==> src/rtl/tree_router_pkg.sv <==
package tree_router_pkg;
  localparam int SEL_W    = 2;
  // output/input port index map
  localparam int PORT_PAR = 0;
  localparam int PORT_LOC = 1;
  localparam int PORT_CHD = 2;

  function automatic int pkt_width(int up_w, int max_dn, int pay_w);
    return 1 + up_w + $clog2(max_dn + 1) + SEL_W * max_dn + pay_w;
  endfunction
endpackage

==> src/rtl/hop_decode.sv <==
module hop_decode
  import tree_router_pkg::*;
#(
  parameter int NUM_CHILD = 2,
  parameter int UP_W      = 3,
  parameter int MAX_DN    = 4,
  parameter int PAY_W     = 16,
  localparam int PKT_W    = pkt_width(UP_W, MAX_DN, PAY_W),
  localparam int NPORT    = NUM_CHILD + 2
) (
  input  logic [PKT_W-1:0] pkt_i,
  output logic [PKT_W-1:0] pkt_o,
  output logic [NPORT-1:0] dest_o,
  output logic             drop_o
);
  localparam int DN_W    = $clog2(MAX_DN + 1);
  localparam int LST_W   = SEL_W * MAX_DN;
  localparam int LST_LSB = PAY_W;
  localparam int DNC_LSB = LST_LSB + LST_W;
  localparam int UPC_LSB = DNC_LSB + DN_W;
  localparam int FLD_BIT = UPC_LSB + UP_W;

  logic             flood;
  logic [UP_W-1:0]  up_cnt;
  logic [DN_W-1:0]  dn_cnt;
  logic [LST_W-1:0] lst;
  logic [SEL_W-1:0] sel;

  assign flood  = pkt_i[FLD_BIT];
  assign up_cnt = pkt_i[UPC_LSB +: UP_W];
  assign dn_cnt = pkt_i[DNC_LSB +: DN_W];
  assign lst    = pkt_i[LST_LSB +: LST_W];
  assign sel    = lst[SEL_W-1:0];

  always_comb begin
    pkt_o  = pkt_i;
    dest_o = '0;
    drop_o = 1'b0;
    if (up_cnt != '0) begin
      if (flood) drop_o = 1'b1;
      else begin
        pkt_o[UPC_LSB +: UP_W] = up_cnt - 1'b1;
        dest_o[PORT_PAR]       = 1'b1;
      end
    end else if (flood) begin
      dest_o[PORT_LOC] = 1'b1;
      for (int c = 0; c < NUM_CHILD; c++) dest_o[PORT_CHD + c] = 1'b1;
    end else if (dn_cnt == '0) begin
      dest_o[PORT_LOC] = 1'b1;
    end else begin
      drop_o = 1'b1;
      for (int c = 0; c < NUM_CHILD; c++) begin
        if (sel == SEL_W'(c)) begin
          dest_o[PORT_CHD + c] = 1'b1;
          drop_o               = 1'b0;
        end
      end
      pkt_o[LST_LSB +: LST_W] = lst >> SEL_W;
      pkt_o[DNC_LSB +: DN_W]  = dn_cnt - 1'b1;
    end
  end
endmodule

==> src/rtl/rr_arb.sv <==
module rr_arb #(
  parameter int N    = 4,
  localparam int PW  = (N > 1) ? $clog2(N) : 1
) (
  input  logic         clk_i,
  input  logic         rst_ni,
  input  logic [N-1:0] req_i,
  input  logic         adv_i,
  output logic [N-1:0] gnt_o
);
  logic [PW-1:0] ptr_q;
  int            j;
  int            nxt;
  logic          found;

  always_comb begin
    gnt_o = '0;
    found = 1'b0;
    nxt   = int'(ptr_q);
    j     = 0;
    for (int k = 0; k < N; k++) begin
      j = int'(ptr_q) + k;
      if (j >= N) j = j - N;
      if (!found && req_i[j]) begin
        gnt_o[j] = 1'b1;
        found    = 1'b1;
        nxt      = (j + 1 >= N) ? 0 : j + 1;
      end
    end
  end

  always_ff @(posedge clk_i or negedge rst_ni) begin
    if (!rst_ni)    ptr_q <= '0;
    else if (adv_i) ptr_q <= PW'(nxt);
  end

  a_r9_gnt_in_req: assert property (@(posedge clk_i) disable iff (!rst_ni)
    (gnt_o & ~req_i) == '0);
endmodule

==> src/rtl/tree_router.sv <==
module tree_router
  import tree_router_pkg::*;
#(
  parameter int NUM_CHILD = 2,
  parameter int UP_W      = 3,
  parameter int MAX_DN    = 4,
  parameter int PAY_W     = 16,
  localparam int PKT_W    = pkt_width(UP_W, MAX_DN, PAY_W)
) (
  input  logic                       clk_i,
  input  logic                       rst_ni,
  input  logic                       par_in_valid_i,
  input  logic [PKT_W-1:0]           par_in_data_i,
  output logic                       par_in_ready_o,
  input  logic                       loc_in_valid_i,
  input  logic [PKT_W-1:0]           loc_in_data_i,
  output logic                       loc_in_ready_o,
  input  logic [NUM_CHILD-1:0]       chd_in_valid_i,
  input  logic [NUM_CHILD*PKT_W-1:0] chd_in_data_i,
  output logic [NUM_CHILD-1:0]       chd_in_ready_o,
  output logic                       par_out_valid_o,
  output logic [PKT_W-1:0]           par_out_data_o,
  input  logic                       par_out_ready_i,
  output logic                       loc_out_valid_o,
  output logic [PKT_W-1:0]           loc_out_data_o,
  input  logic                       loc_out_ready_i,
  output logic [NUM_CHILD-1:0]       chd_out_valid_o,
  output logic [NUM_CHILD*PKT_W-1:0] chd_out_data_o,
  input  logic [NUM_CHILD-1:0]       chd_out_ready_i,
  output logic                       err_o
);
  localparam int NPORT   = NUM_CHILD + 2;
  localparam int DN_W    = $clog2(MAX_DN + 1);
  localparam int DNC_LSB = PAY_W + SEL_W * MAX_DN;
  localparam int UPC_LSB = DNC_LSB + DN_W;
  localparam int FLD_BIT = UPC_LSB + UP_W;

  logic [NPORT-1:0] in_vld, in_rdy, gnt;
  logic [PKT_W-1:0] in_dat [NPORT];
  logic [PKT_W-1:0] sel_pkt, dec_pkt;
  logic [NPORT-1:0] dec_dest;
  logic             dec_drop, accept;

  logic             busy_q, err_q;
  logic [NPORT-1:0] pend_q;
  logic [PKT_W-1:0] pkt_q;
  logic [NPORT-1:0] out_vld, out_rdy, fire, rem;

  // port gathering
  assign in_vld[PORT_PAR] = par_in_valid_i;
  assign in_dat[PORT_PAR] = par_in_data_i;
  assign in_vld[PORT_LOC] = loc_in_valid_i;
  assign in_dat[PORT_LOC] = loc_in_data_i;
  assign par_in_ready_o   = in_rdy[PORT_PAR];
  assign loc_in_ready_o   = in_rdy[PORT_LOC];

  assign out_rdy[PORT_PAR] = par_out_ready_i;
  assign out_rdy[PORT_LOC] = loc_out_ready_i;
  assign par_out_valid_o   = out_vld[PORT_PAR];
  assign loc_out_valid_o   = out_vld[PORT_LOC];
  assign par_out_data_o    = pkt_q;
  assign loc_out_data_o    = pkt_q;

  for (genvar c = 0; c < NUM_CHILD; c++) begin : g_chd
    assign in_vld[PORT_CHD+c]               = chd_in_valid_i[c];
    assign in_dat[PORT_CHD+c]               = chd_in_data_i[c*PKT_W +: PKT_W];
    assign chd_in_ready_o[c]                = in_rdy[PORT_CHD+c];
    assign chd_out_valid_o[c]               = out_vld[PORT_CHD+c];
    assign chd_out_data_o[c*PKT_W +: PKT_W] = pkt_q;
    assign out_rdy[PORT_CHD+c]              = chd_out_ready_i[c];
  end

  rr_arb #(.N(NPORT)) u_arb (
    .clk_i (clk_i),
    .rst_ni(rst_ni),
    .req_i (in_vld),
    .adv_i (accept),
    .gnt_o (gnt)
  );

  always_comb begin
    sel_pkt = '0;
    for (int i = 0; i < NPORT; i++) if (gnt[i]) sel_pkt = sel_pkt | in_dat[i];
  end

  assign in_rdy = busy_q ? '0 : gnt;
  assign accept = |in_rdy;

  hop_decode #(
    .NUM_CHILD(NUM_CHILD), .UP_W(UP_W), .MAX_DN(MAX_DN), .PAY_W(PAY_W)
  ) u_dec (
    .pkt_i (sel_pkt),
    .pkt_o (dec_pkt),
    .dest_o(dec_dest),
    .drop_o(dec_drop)
  );

  // single holding stage; freed when every destination has its copy
  assign out_vld = pend_q;
  assign fire    = pend_q & out_rdy;
  assign rem     = pend_q & ~fire;

  always_ff @(posedge clk_i or negedge rst_ni) begin
    if (!rst_ni) begin
      busy_q <= 1'b0;
      pend_q <= '0;
      pkt_q  <= '0;
      err_q  <= 1'b0;
    end else begin
      err_q <= accept & dec_drop;
      if (busy_q) begin
        pend_q <= rem;
        busy_q <= |rem;
      end else if (accept && !dec_drop) begin
        busy_q <= 1'b1;
        pend_q <= dec_dest;
        pkt_q  <= dec_pkt;
      end
    end
  end

  assign err_o = err_q;

  // nothing flooded ever climbs
  a_r5_no_flood_up: assert property (@(posedge clk_i) disable iff (!rst_ni)
    par_out_valid_o |-> !par_out_data_o[FLD_BIT]);

  // unflooded local delivery has consumed its whole route
  a_r4_local_route_done: assert property (@(posedge clk_i) disable iff (!rst_ni)
    (loc_out_valid_o && !loc_out_data_o[FLD_BIT]) |->
      (loc_out_data_o[DNC_LSB +: DN_W] == '0 && loc_out_data_o[UPC_LSB +: UP_W] == '0));

  // a discard produces no output
  a_r6_err_silent: assert property (@(posedge clk_i) disable iff (!rst_ni)
    err_o |-> (out_vld == '0));

  // one input ready at most, none while held
  a_r9_single_accept: assert property (@(posedge clk_i) disable iff (!rst_ni)
    $onehot0(in_rdy) && (busy_q -> in_rdy == '0));

  // each output holds until taken
  for (genvar p = 0; p < NPORT; p++) begin : g_hold
    a_r8_hold: assert property (@(posedge clk_i) disable iff (!rst_ni)
      (out_vld[p] && !out_rdy[p]) |=> (out_vld[p] && $stable(pkt_q)));
    a_r8_once: assert property (@(posedge clk_i) disable iff (!rst_ni)
      (out_vld[p] && out_rdy[p]) |=> !out_vld[p]);
  end
endmodule

==> config.mk <==
export PLATFORM = sky130hd
export DESIGN_NAME = tree_router
export DESIGN_NICKNAME = d
export VERILOG_FILES = /design/src/rtl/tree_router_pkg.sv /design/src/rtl/hop_decode.sv /design/src/rtl/rr_arb.sv /design/src/rtl/tree_router.sv
export SDC_FILE = /design/constraint.sdc
export NUM_CORES = 1
export LEC_CHECK = 0
export CAP_MARGIN = 40
export CORE_ASPECT_RATIO = 0.6
export CORE_MARGIN = 4
export CORE_UTILIZATION = 40
export CTS_CLUSTER_SIZE = 30
export DETAILED_ROUTE_END_ITERATION = 16
export DONT_BUFFER_PORTS = 1
export GPL_TIMING_DRIVEN = 0
export SLEW_MARGIN = 25
export SYNTH_ARGS = -nofsm -noshare
export SYNTH_HDL_FRONTEND = slang
export SYNTH_HIERARCHICAL = 1
export SYNTH_SLANG_ARGS = --single-unit
==> constraint.sdc <==
create_clock -name clk_i -period 4.4 [get_ports clk_i]
set_clock_uncertainty 0.2 [all_clocks]
set_input_delay 1.32 -clock clk_i [delete_from_list [all_inputs] [get_ports clk_i]]
set_output_delay 1.32 -clock clk_i [all_outputs]
set_load 0.02 [all_outputs]
# Yosys cells after proc, flatten, opt, wreduce, memory -nomap -nowiden

Cells that the tools add are included.

Register bits: 39
Bits in latches: 0
Memory bits (writable): 0
ROM bits: 0
Input bits: 134
Output and inout bits: 133
Word-level logic and storage cells: 134
Memories kept: 0

$add $sub $neg: 13
Multipliers: 0
Div/mod/pow operators: 0
$lt $le $gt $ge: 16
Equality and inequality tests: 1
Shifts and indexed selects: 0
Muxes and demuxes: 67
Bitwise gates (word level): 11
Reduce and logical (&&, ||, !) cells: 21

Operator list:

| kind                                                                | count |
|---|---|
| greater-or-equal comparator 32 x 4 -> 1 bit (second input constant) | 7 |
| adder 32 x 2 -> 32 bit (second input constant)                      | 4 |
| greater-or-equal comparator 32 x 1 -> 1 bit (second input constant) | 4 |
| less-than comparator 32 x 4 -> 1 bit (second input constant)        | 4 |
| two-way mux 32 bit                                                  | 4 |
| two-way mux 31 bit                                                  | 4 |
| subtractor 32 x 4 -> 32 bit (second input constant)                 | 3 |
| bitwise OR 31 bit                                                   | 3 |
| two-way mux 11 bit                                                  | 3 |
| two-way mux 1 bit                                                   | 28 |
| two-way mux 4 bit                                                   | 7 |
| two-way mux 2 bit                                                   | 9 |
| two-way mux 3 bit                                                   | 4 |
| bitwise OR 4 bit                                                    | 3 |
| AND 4 bit                                                           | 2 |
| binary-select mux 1 bit (select 2 bit)                              | 4 |
| demux 1 bit (select 2 bit)                                          | 4 |
| logical AND 1 bit                                                   | 8 |
| OR reduction 4 bit                                                  | 2 |
| adder 2 x 2 -> 3 bit (second input constant)                        | 2 |
| subtractor 3 x 1 -> 3 bit (second input constant)                   | 2 |
| zero test 1 bit                                                     | 4 |
| inverter 4 bit                                                      | 1 |
| AND reduction 2 bit                                                 | 2 |
| 11 further kinds                                                    | 11 |

# Longest topological paths before layout

Depth after elaboration: 32
Gate-level depth with buffers: 22
Gate-level depth less buffers: 16

# Cells and area by module

The synthesis kept the hierarchy.

Modules (own cells, without submodules):

| module      | instances | cells each | area an instance (um2) | sequential area each (um2) |
|---|---|---|---|---|
| tree_router | 1         | 297        | 2944.1                 | 925.9 |
| rr_arb      | 1         | 66         | 600.6                  | 50.0 |
| hop_decode  | 1         | 57         | 491.7                  | 0.0 |

# Least setup slack after synthesis

Ideal clock, no wire load.

Path type: in2reg
Start point: input loc_in_valid_i
End point: register pkt_q[0] (netlist: loc_out_data_o[0])
Setup time: 0.125 ns
Arrival: 4.711 ns
Required time: 4.075 ns
Setup slack: -0.637 ns
Cell stages on the path: 18
Path through: buf_2 -> mux4_2 -> a222oi_1 -> o21ai_1 -> buf_2 -> clkbuf_1 -> a22oi_1 -> nand2_1 -> inv_1 -> ha_1 -> nor2b_4 -> nor3_4 -> buf_6 -> a22o_1 -> or3_1 -> buf_6 -> buf_6 -> mux2_4

RTL lines:

| item                                                 | RTL line           | text |
|---|---|---|
| from (decl)                                          | tree_router.sv:15  | `input logic loc_in_valid_i,` |
| binary-select mux 1 bit (select 2 bit)               | rr_arb.sv:24       | `if (!found && req_i[j]) begin` |
| two-way mux 1 bit (not written as such) (2 in a row) | rr_arb.sv:24       |  |
| two-way mux 1 bit                                    | rr_arb.sv:24       |  |
| zero test 1 bit                                      | rr_arb.sv:24       |  |
| logical AND 1 bit                                    | rr_arb.sv:24       |  |
| two-way mux 1 bit                                    | rr_arb.sv:24       |  |
| zero test 1 bit                                      | rr_arb.sv:24       |  |
| logical AND 1 bit                                    | rr_arb.sv:24       |  |
| (+4 left out)                                        | -                  |  |
| via gnt[1]                                           | tree_router.sv:38  | `logic [NPORT-1:0] in_vld, in_rdy, gnt;` |
| (+5 left out)                                        | -                  |  |
| via sel_pkt[24]                                      | tree_router.sv:40  | `logic [PKT_W-1:0] sel_pkt, dec_pkt;` |
| zero test 3 bit *                                    | hop_decode.sv:48   | `end else if (dn_cnt == '0) begin` |
| two-way mux 1 bit *                                  | hop_decode.sv:48   |  |
| two-way mux 1 bit *                                  | hop_decode.sv:45   | `end else if (flood) begin` |
| two-way mux 1 bit *                                  | hop_decode.sv:39   | `if (up_cnt != '0) begin` |
| via dec_drop                                         | tree_router.sv:42  | `logic dec_drop, accept;` |
| zero test 1 bit *                                    | tree_router.sv:114 | `end else if (accept && !dec_drop) begin` |
| logical AND 1 bit *                                  | tree_router.sv:114 |  |
| AND reduction 2 bit (no source line) *               | -                  |  |
| to (signal assigned)                                 | tree_router.sv:117 | `pkt_q <= dec_pkt;` |
| to (decl)                                            | tree_router.sv:46  | `logic [PKT_W-1:0] pkt_q;` |

Mark *: on every way through the listed nets, which the timed path passes. The rest lies on a longest branch. The select of a mux whose other input is x is not followed.
A chain may end at the register's enable or synchronous reset.

# Final worst setup path

Start point: input par_in_valid_i
End point: register pkt_q[29] (netlist: loc_out_data_o[29])

RTL lines:

| item                                                 | RTL line           | text |
|---|---|---|
| from (decl)                                          | tree_router.sv:12  | `input logic par_in_valid_i,` |
| binary-select mux 1 bit (select 2 bit)               | rr_arb.sv:24       |  |
| two-way mux 1 bit (not written as such) (2 in a row) | rr_arb.sv:24       |  |
| two-way mux 1 bit                                    | rr_arb.sv:24       |  |
| zero test 1 bit                                      | rr_arb.sv:24       |  |
| logical AND 1 bit                                    | rr_arb.sv:24       |  |
| two-way mux 1 bit                                    | rr_arb.sv:24       |  |
| zero test 1 bit                                      | rr_arb.sv:24       |  |
| logical AND 1 bit                                    | rr_arb.sv:24       |  |
| (+4 left out)                                        | -                  |  |
| via gnt[1]                                           | tree_router.sv:38  |  |
| (+5 left out)                                        | -                  |  |
| via sel_pkt[24]                                      | tree_router.sv:40  |  |
| zero test 3 bit *                                    | hop_decode.sv:48   |  |
| two-way mux 1 bit *                                  | hop_decode.sv:48   |  |
| two-way mux 1 bit *                                  | hop_decode.sv:45   |  |
| two-way mux 1 bit *                                  | hop_decode.sv:39   |  |
| via dec_drop                                         | tree_router.sv:42  |  |
| zero test 1 bit *                                    | tree_router.sv:114 |  |
| logical AND 1 bit *                                  | tree_router.sv:114 |  |
| AND reduction 2 bit (no source line) *               | -                  |  |

Marks and branches as above.

==> summary.txt <==
Run status
  – Status: finished, violations left
  – Failing checks: setup timing

Job
  – Max-Cap Viols: 0

Global routing
  – GR Util met3: 4.40%
  – Met1 Use GR: 26.7%
  – M2 GR Usage: 32.5%
  – Gr busiest metal: met2
  – Vias in the first global route: 3051
  – Total track usage: 19.6%
  – Global-route wire length before repair: 17500 um
  – Antenna violations before repair: 0
  – Largest net degree at the start of global routing: 40
  – Grt ovf: 0

Cells and area
  – Storage cell area: 977 um2
  – Final-layout fill cell count: 915
  – Fin nets: 604
  – P&R area growth vs syn: 23.5%
  – Multi-input gate area: 2160 um2
  – ANT cells: 0
  – Fraction of layout cells with a size suffix above 1: 52.3%
  – Count of non-filler cells in the finished layout: 594

Timing
  – Period minus WS final: 4.74 ns
  – Final setup vio count: 40
  – Fin worst setup slack: -0.345 ns
  – Period utilization: 108%
  – Fin. Hold Viols: 0
  – Worst-Margin Slew: 0.736 ns
  – Setup tns final: -12.14 ns
  – Slew headroom: 51.0%
  – Max-slew violations: 0
  – Unrepaired setup endpoints after global routing: yes
  – Peak Freq: 211 MHz

Route
  – DRC viols: 0
  – Vias: 3153
  – DR WL/cell: 20.9 um
  – Via density: 5.31
  – First DRT Iteration DRCs: 178
  – First-pass iteration count of the detailed router: 5
  – Antenna-violating nets left: 0
  – Routed wire length: 12400 um

Yosys
  – Synthesized area: 4040 um2
  – Post-synth EDFFs: 0
  – Ys flop type: dfrtp_1
  – Ys Warns: 6
  – Seq/Total Area, Yosys: 24.2%
  – Yosys reg bits: 39
  – Asr flop ratio synth: 100%
  – Top cell type's share of synthesized area: 24.2%
  – Syn nets: 566
  – Cell count after synthesis: 420
  – Mapped Avg Cell Area: 9.61 um2
  – Most frequent cell after synthesis: buf_4
  – Distinct cell type count of the synthesized netlist: 44
  – Top cells by area, synth: dfrtp_1, buf_4, mux2_4
  – Largest area contributor in the netlist: dfrtp_1
  – Top post-synthesis cells by count: buf_4, a22oi_1, dfrtp_1, mux2_4, nand2_1

Setup path
  – CP peak stage delay: 0.52 ns
  – CP required: 4.36 ns
  – Crit-path slowest cell: mux4_2
  – Critical path cell sequence: buf_12 > mux4_2 > a222oi_1 > o21ai_1 > buf_4 > clkbuf_16 > a22oi_2 > nand2_1 > inv_2 > ha_4 > nor2b_4 > nor3_4 > buf_6 > a22o_1 > or3_4 > buf_12 > buf_12 > mux2_4
  – R2R setup slack: -0.14 ns
  – CP endpoint kind: register
  – Reg-to-reg critical path endpoint: loc_out_data_o[29]
  – WS Path Type: in2reg
  – Reg2reg path depth: 21
  – WP data arrival: 4.71 ns
  – RR Startpoint: u_arb/ptr_q[1]
  – Critical Path Most Common Cell: buf_12
  – Crit path max fanout: 8
  – Startpoint types: primary input

Placed design
  – Dpl hpwl: 9430 um
  – Gpl congestion: 0.895
  – I/O Buffers: 0
  – Placed Cells: 555

Min path
  – Hold Path Origin: u_arb/ptr_q[1]
  – Hold worst-path end: u_arb/ptr_q[1]
  – Hold Path Class: reg2reg
  – Worst hold path depth: 2

Die
  – Row cnt: 28
  – Die Ht: 85.8 um
  – Initial core utilization: 41.0%
  – Chip width: 138 um
  – CORE AREA: 9840 um2
  – Die ar.: 11800 um2
  – I/O Pins: 267

Clock tree
  – CTS sink count: 39
  – Clock Tree Buf Depth: 2
  – H-tree depth: 2
  – Num CTS Buffers: 5
  – Post-CTS Hold Fix Bufs: 0
  – Clk Latency, worst-skew pair: 0.28 ns
  – Root Driver: clkbuf_16
  – Reg clk slew, reported paths: 0.07 ns
  – CTS tree: done
metal layers:
layer  vias to the layer above  wire length (um)
met5                         -                 0
met4                         0                64
met3                         8              1020
met2                       160              6050
met1                      1531              5280
li1                       1454                 -
stage by stage:
| step | hold slack (ns) | cell area (um2) | util, % | setup WS, ns |
|---|---|---|---|---|
| 2_1_floorplan | 0.414 | 4140 | - | -0.489 |
| 3_3_place_gp | 0.475 | 4310 | 43.8 | -0.946 |
| 3_5_place_dp | 0.483 | 4310 | 43.8 | -0.976 |
| 4_1_cts | 0.439 | 4900 | 49.8 | -0.283 |
| 5_1_grt | 0.465 | 4980 | 50.6 | -0.486 |
| 6_report | 0.446 | 4980 | 50.6 | -0.345 |
layout make-up:
| cell class | count | share of cell area, % |
|---|---|---|
| Clock buffer | 5 | 2.51 |
| Buffer | 137 | 23.0 |
| Clock inverter | 3 | 0.879 |
| Tap cell | 135 | 3.39 |
| Timing Repair Buffer | 31 | 6.35 |
| Inverter | 14 | 1.05 |
| Multi-Input combinational cell | 230 | 43.2 |
| Sequential cell | 39 | 19.6 |
cells in the final DEF (no fill, tap or decap), types with 2 or more instances in the layout:
cell         n
a21boi_0     4
a222oi_1     3
a22oi_1     56
a22oi_2      7
buf_12       7
buf_16       3
buf_4      139
buf_6        5
clkbuf_1     9
clkbuf_16    9
dfrtp_1     38
ha_1        10
ha_4         2
inv_1       10
inv_2        4
mux2_1       5
mux2_4      38
mux2i_1      2
mux4_2       5
nand2_1     33
nand2b_1     5
nor2_1       6
nor2_4       2
nor2b_1      8
nor2b_4      5
nor3_1       2
nor3_4       2
nor3b_1      2
o211ai_1     2
o21a_1       3
o21ai_1      5
o41ai_1      2
xnor2_1      3
cells by family after synthesis:
logic type	after synthesis	share of synthesized area (%)
compound gates	88	16.3
xor+xnor	3	0.651
fa+ha+maj	12	3.72
buf+inv	151	25.9
flops	39	24.2
mux	51	19.1
simple gates	76	10.2
worst max path at each step:
stage	from	endpoint	slack, ns	cells past startpoint
detailed placement	par_in_valid_i	loc_out_data_o[2]	-0.98	19
global placement	par_in_valid_i	loc_out_data_o[28]	-0.95	20
CTS	par_in_valid_i	loc_out_data_o[29]	-0.28	18
floorplan	par_in_valid_i	loc_out_data_o[0]	-0.49	18
finish	par_in_valid_i	loc_out_data_o[29]	-0.34	18
global route	par_in_valid_i	loc_out_data_o[2]	-0.49	18
state kept, by name (all words and copies together), names as in the netlist:
name / count
u_arb/ptr_q: 2
loc_out_data_o: 31
busy_q: 1
err_o: 1
out_vld: 4
critical path, delay by kind of cell:
kind | cells | cell delay, ns
buffers and inverters | 7 | 0.95
adders and majority gates | 1 | 0.13
muxes | 2 | 0.81
AOI/OAI and AO/OA | 4 | 0.82
and+or+nand+nor | 4 | 0.68
what timing repair did:
action / 4_1_cts / 5_1_grt
gates resized for setup: 33 / 11
endpoints found under the setup margin: 40 / 40
cloned: 3 / 0
buffers inserted: 23 / 5
pin swaps: 14 / 2
Power is left out: the tool's default activity adds up to more than one toggle a clock period on the data nets, which glitch-free logic cannot reach.
